File: src/rtl/spi_regwr_pkg.sv
package spi_regwr_pkg;
   typedef enum logic [1:0] {
      FR_HDR  = 2'd0,
      FR_PTR  = 2'd1,
      FR_DATA = 2'd2,
      FR_SKIP = 2'd3
   } frame_st_e;
endpackage

File: src/rtl/spi_regwr_shifter.sv
module spi_regwr_shifter #(
   parameter int BYTE_W = 8
) (
   input  logic              clk,
   input  logic              rst_n,
   input  logic              cs_n,
   input  logic              sclk,
   input  logic              sdi,
   output logic              byte_vld,
   output logic [BYTE_W-1:0] byte_val
);
   localparam int CNT_W = $clog2(BYTE_W);
   localparam logic [CNT_W-1:0] LAST = CNT_W'(BYTE_W - 1);

   logic              sclk_q;
   logic [CNT_W-1:0]  bit_cnt;
   logic [BYTE_W-1:0] sr;
   logic [BYTE_W-1:0] sr_next;
   logic              rise;

   assign rise    = !cs_n && sclk && !sclk_q;
   assign sr_next = {sr[BYTE_W-2:0], sdi};

   always_ff @(posedge clk) begin
      if (!rst_n) begin
         sclk_q   <= 1'b0;
         bit_cnt  <= '0;
         sr       <= '0;
         byte_vld <= 1'b0;
         byte_val <= '0;
      end else begin
         sclk_q   <= sclk;
         byte_vld <= 1'b0;
         if (cs_n) begin
            bit_cnt <= '0;
            sr      <= '0;
         end else if (rise) begin
            sr <= sr_next;
            if (bit_cnt == LAST) begin
               bit_cnt  <= '0;
               byte_vld <= 1'b1;
               byte_val <= sr_next;
            end else begin
               bit_cnt <= bit_cnt + 1'b1;
            end
         end
      end
   end

   AST_ABORT_CLEARS_COUNT: assert property (@(posedge clk) disable iff (!rst_n)
      $past(cs_n) |-> (bit_cnt == '0));
   AST_BYTE_ONE_CYCLE: assert property (@(posedge clk) disable iff (!rst_n)
      byte_vld |=> !byte_vld);
endmodule

File: src/rtl/spi_regwr_frame.sv
module spi_regwr_frame
   import spi_regwr_pkg::*;
#(
   parameter int                BYTE_W  = 8,
   parameter logic [BYTE_W-2:0] CHIP_ID = 7'h4F
) (
   input  logic              clk,
   input  logic              rst_n,
   input  logic              cs_n,
   input  logic              byte_vld,
   input  logic [BYTE_W-1:0] byte_val,
   output logic              wr_req,
   output logic [BYTE_W-2:0] wr_addr,
   output logic [BYTE_W-1:0] wr_data
);
   localparam int PTR_W = BYTE_W - 1;
   localparam logic [BYTE_W-1:0] HDR_CODE = {CHIP_ID, 1'b0};

   frame_st_e        st;
   logic [PTR_W-1:0] ptr;
   logic             inc_en;

   assign wr_req  = byte_vld && !cs_n && (st == FR_DATA);
   assign wr_addr = ptr;
   assign wr_data = byte_val;

   always_ff @(posedge clk) begin
      if (!rst_n) begin
         st     <= FR_HDR;
         ptr    <= '0;
         inc_en <= 1'b0;
      end else if (cs_n) begin
         st <= FR_HDR;
      end else if (byte_vld) begin
         unique case (st)
            FR_HDR:  st <= (byte_val == HDR_CODE) ? FR_PTR : FR_SKIP;
            FR_PTR: begin
               ptr    <= byte_val[PTR_W-1:0];
               inc_en <= byte_val[BYTE_W-1];
               st     <= FR_DATA;
            end
            FR_DATA: if (inc_en) ptr <= ptr + 1'b1;
            FR_SKIP: st <= FR_SKIP;
            default: st <= FR_SKIP;
         endcase
      end
   end

   AST_BAD_HDR_SKIPS: assert property (@(posedge clk) disable iff (!rst_n)
      (byte_vld && !cs_n && st == FR_HDR && byte_val != HDR_CODE) |=> (st == FR_SKIP));
   AST_PTR_STEP: assert property (@(posedge clk) disable iff (!rst_n)
      (wr_req && inc_en) |=> (ptr == PTR_W'($past(ptr) + 1'b1)));
   AST_PTR_HOLD: assert property (@(posedge clk) disable iff (!rst_n)
      (wr_req && !inc_en) |=> (ptr == $past(ptr)));
   AST_IDLE_TO_HDR: assert property (@(posedge clk) disable iff (!rst_n)
      cs_n |=> (st == FR_HDR));
endmodule

File: src/rtl/spi_regwr_port.sv
module spi_regwr_port #(
   parameter int                BYTE_W  = 8,
   parameter logic [BYTE_W-2:0] CHIP_ID = 7'h4F,
   parameter bit                OUT_REG = 1'b1
) (
   input  logic              clk,
   input  logic              rst_n,
   input  logic              cs_n,
   input  logic              sclk,
   input  logic              sdi,
   output logic              wr_en,
   output logic [BYTE_W-2:0] wr_addr,
   output logic [BYTE_W-1:0] wr_data
);
   generate
      if (BYTE_W < 4) begin : g_bad_width
         $error("BYTE_W must be at least 4");
      end
   endgenerate

   logic              byte_vld;
   logic [BYTE_W-1:0] byte_val;
   logic              req_c;
   logic [BYTE_W-2:0] addr_c;
   logic [BYTE_W-1:0] data_c;

   spi_regwr_shifter #(.BYTE_W(BYTE_W)) u_shift (
      .clk(clk), .rst_n(rst_n), .cs_n(cs_n), .sclk(sclk), .sdi(sdi),
      .byte_vld(byte_vld), .byte_val(byte_val)
   );

   spi_regwr_frame #(.BYTE_W(BYTE_W), .CHIP_ID(CHIP_ID)) u_frame (
      .clk(clk), .rst_n(rst_n), .cs_n(cs_n),
      .byte_vld(byte_vld), .byte_val(byte_val),
      .wr_req(req_c), .wr_addr(addr_c), .wr_data(data_c)
   );

   generate
      if (OUT_REG) begin : g_out_reg
         always_ff @(posedge clk) begin
            if (!rst_n) begin
               wr_en   <= 1'b0;
               wr_addr <= '0;
               wr_data <= '0;
            end else begin
               wr_en <= req_c;
               if (req_c) begin
                  wr_addr <= addr_c;
                  wr_data <= data_c;
               end
            end
         end
      end else begin : g_out_comb
         assign wr_en   = req_c;
         assign wr_addr = addr_c;
         assign wr_data = data_c;
      end
   endgenerate

   AST_WR_SINGLE_PULSE: assert property (@(posedge clk) disable iff (!rst_n)
      wr_en |=> !wr_en);
endmodule

File: config.mk
export PLATFORM = sky130hd
export DESIGN_NAME = spi_regwr_port
export DESIGN_NICKNAME = d
export VERILOG_FILES = /design/src/rtl/spi_regwr_pkg.sv /design/src/rtl/spi_regwr_shifter.sv /design/src/rtl/spi_regwr_frame.sv /design/src/rtl/spi_regwr_port.sv
export SDC_FILE = /design/constraint.sdc
export NUM_CORES = 1
export LEC_CHECK = 0
export BUFFER_PORTS_ARGS = -buffer_cell sky130_fd_sc_hd__buf_4
export CAP_MARGIN = 20
export CORE_MARGIN = 1
export CORE_UTILIZATION = 47
export CTS_CLUSTER_DIAMETER = 30
export DETAILED_ROUTE_END_ITERATION = 6
export PLACE_DENSITY = 0.66
export SLEW_MARGIN = 5
export SYNTH_ARGS = -nofsm -noshare
export SYNTH_HDL_FRONTEND = slang
export SYNTH_SLANG_ARGS = --single-unit
File: constraint.sdc
create_clock -name clk -period 2.15 [get_ports clk]
set_clock_uncertainty 0.2 [all_clocks]
set_input_delay 0 -clock clk [delete_from_list [all_inputs] [get_ports clk]]
set_output_delay 0 -clock clk [all_outputs]
set_load 0.02 [all_outputs]
==> impl_metrics.tcl <==
set metrics [dict create \
    viasPerCell 5.091 \
    power_leakage_uw 0.0007849 \
    path_clk_slew_ns 0.09 \
    dr_wl_met3_um 107 \
    p_total_uw 1459 \
    grt_pass1_wl_um 6879 \
    vdd_drop_max_mv 0.4992 \
    grt.total_usage_pct 21.82 \
    clk_root_buffer_cell "clkbuf_8" \
    synth.yosys.seq_area_share_pct 49.20 \
    highest_layer "met4" \
    cts_buffers 5 \
    grt_max_degree 20 \
    drtPass1Iterations 4 \
    grt_pass1_vias 1452 \
    grt_overflow 0 \
    insertion_delay_ns 0.30 \
    cts_hold_buf 5 \
    port_buffers 20 \
    start_util_pct 50.00 \
    synth-edff-count 0 \
    max-cap-violations 0 \
    synth_top_cell_area_share_pct 49.20 \
    wirelength_um 3979 \
    worstPathRequired_ns 2.18 \
    hold_viol 0 \
    diodes 0 \
    postCtsSetupBuffers 0 \
    place_area_um2 2068 \
    critPathMaxFanout 8 \
    place.gp.congestion 0.8462 \
    tns_ns 0 \
    wl_met1_um 1941 \
    io-pin-count 21 \
    synth_seq_cells 46 \
    met2_length_um 1895 \
    async_flop_share_pct 0 \
    register_area_um2 920.9 \
    synthDistinctLibCells 36 \
    worstSetupPathType "reg -> reg" \
    status "completed" \
    die_w_um 65.11 \
    num-fill-cells 376 \
    die_h_um 65.11 \
    clock_path_buffers 2 \
    syn-num-nets 241 \
    core_um2 3744 \
    slew_headroom_pct 59.47 \
    via_count 1568 \
    netlist_area_um2 1872 \
    postSynthAreaPerCell_um2 8.033 \
    num_rows 22 \
    die-area_um2 4239 \
    cp-start-kind "flop" \
    drt_iter0_markers 88 \
    synth_cells 233 \
    synthTopCellsByArea "dfxtp_1 49%, nand2_1 14%, a21oi_1 11%" \
    final_area_um2 2213 \
    hp-class "reg -> reg" \
    cp-end-kind "flop" \
    yosysWarnings 0 \
    finalSetupViolations 0 \
    place_hpwl_um 2751 \
    tritoncts "yes" \
    num-nets-final 267 \
    synth_flop_cell "dfxtp_1" \
    powerDensity_nw_per_um2 659.0 \
    fmax_mhz 551.2 \
    area_growth_pct 18.25 \
    synthTopCellsByCount "71 x nand2_1, 46 x dfxtp_1, 40 x a21oi_1" \
    final_max_slew_viol_count 0 \
    htree_num_levels 2 \
    fin_crit_sh_pct 84.39 \
    yosysMostFrequentCell "nand2_1" \
    detail_route.wl_per_cell_um 12.92 \
    arrival_ns 1.85 \
    yosys.area.top_type "dfxtp_1" \
    tightest_slew_ns 0.6072 \
    antenna_left 0 \
    multi_input_area_um2 884.6 \
    drive_above_1_share_pct 14.62 \
    drc 0 \
    antenna_found_initial 0 \
    min_period_ns 1.814 \
    ctsResizeCount 0 \
    rsz0062_at_grt "false" \
    clock_sinks 46 \
]
state kept, by name (all words and copies together), names as in the netlist, 2 cells and up:
signal / count
u_shift.byte_val: 8
wr_data: 8
u_frame.wr_addr: 7
u_shift.sr: 7
wr_addr: 7
u_shift.bit_cnt: 3
u_frame.st: 2
worst max-delay path, cell delays in order (launching register included):
cell     delay (ns)
dfxtp_1        0.48
ha_1           0.28
nand3_1        0.09
or2_0          0.23
or3_1          0.34
a31oi_1        0.12
worst paths after layout:
kind | startpoint | end | slack [ns] | cells past startpoint
setup / recovery | u_frame.wr_addr[0] | u_frame.wr_addr[4] | 0.34 | 5
hold reg to reg | wr_data[1] | wr_data[1] | 0.26 | 2
setup reg to reg | u_frame.wr_addr[0] | u_frame.wr_addr[4] | 0.34 | 5
hold / removal | wr_data[1] | wr_data[1] | 0.26 | 2
through the flow:
step	cells	setup WS, ns	utilization [%]	hold slack, ns
floorplan	233	0.5164	-	-0.07829
global placement	295	0.4201	55.25	0.01940
detailed placement	295	0.3679	55.25	0.03069
CTS	308	0.3371	59.12	0.2630
global route	308	0.2170	59.12	0.2745
finish	308	0.3356	59.12	0.2624
cell type report:
class                           count  area share, %
Sequential cell                    46          41.61
Multi-Input combinational cell    173          39.97
Timing Repair Buffer               31          11.08
Clock buffer                        6          3.731
Tap cell                           48          2.713
Clock inverter                      2         0.5653
Inverter                            2         0.3392
cell usage in the layout (no fill, tap or decap), drive strengths merged, types with 2 or more instances in the layout:
cell type    instances
a21oi               40
dlygate4sd3          5
nand2               71
ha                   3
nand3b               2
clkbuf               6
nor2b                3
nor3                 2
o21ai                5
and3                 2
inv                  2
buf                 26
a31oi                3
a21o                 2
o31ai                4
o211ai               2
or3                  2
nor3b                2
dfxtp               46
or2                  2
nor2                 9
nand2b               5
nand3                5
metal layers:
metal | vias up | global-route usage (%)
met3 | 2 | 6.944
met4 | 0 | 8.152
met2 | 18 | 34.64
li1 | 836 | -
met5 | - | 0
met1 | 712 | 27.61
where the power goes:
part / switching (uW) / internal [uW] / total, uW
sequential: 4.22 / 855 / 860
clock: 289 / 259 / 547
combinational: 29.2 / 22.1 / 51.3
total: 322 / 1140 / 1460
kinds of logic (layout without fill, tap and decap cells):
group	after synthesis	count (layout)	share of synthesized area, %
and+or+nand+nor	109	109	26.54
AOI/OAI and AO/OA	58	58	17.11
xor gates and xnor gates	1	1	0.4680
DFF	46	46	49.20
adders and majority gates	3	3	2.006
buffers and inverters	14	41	3.543
muxes	2	2	1.136
Note: power is estimated with default switching activity, not from simulation.
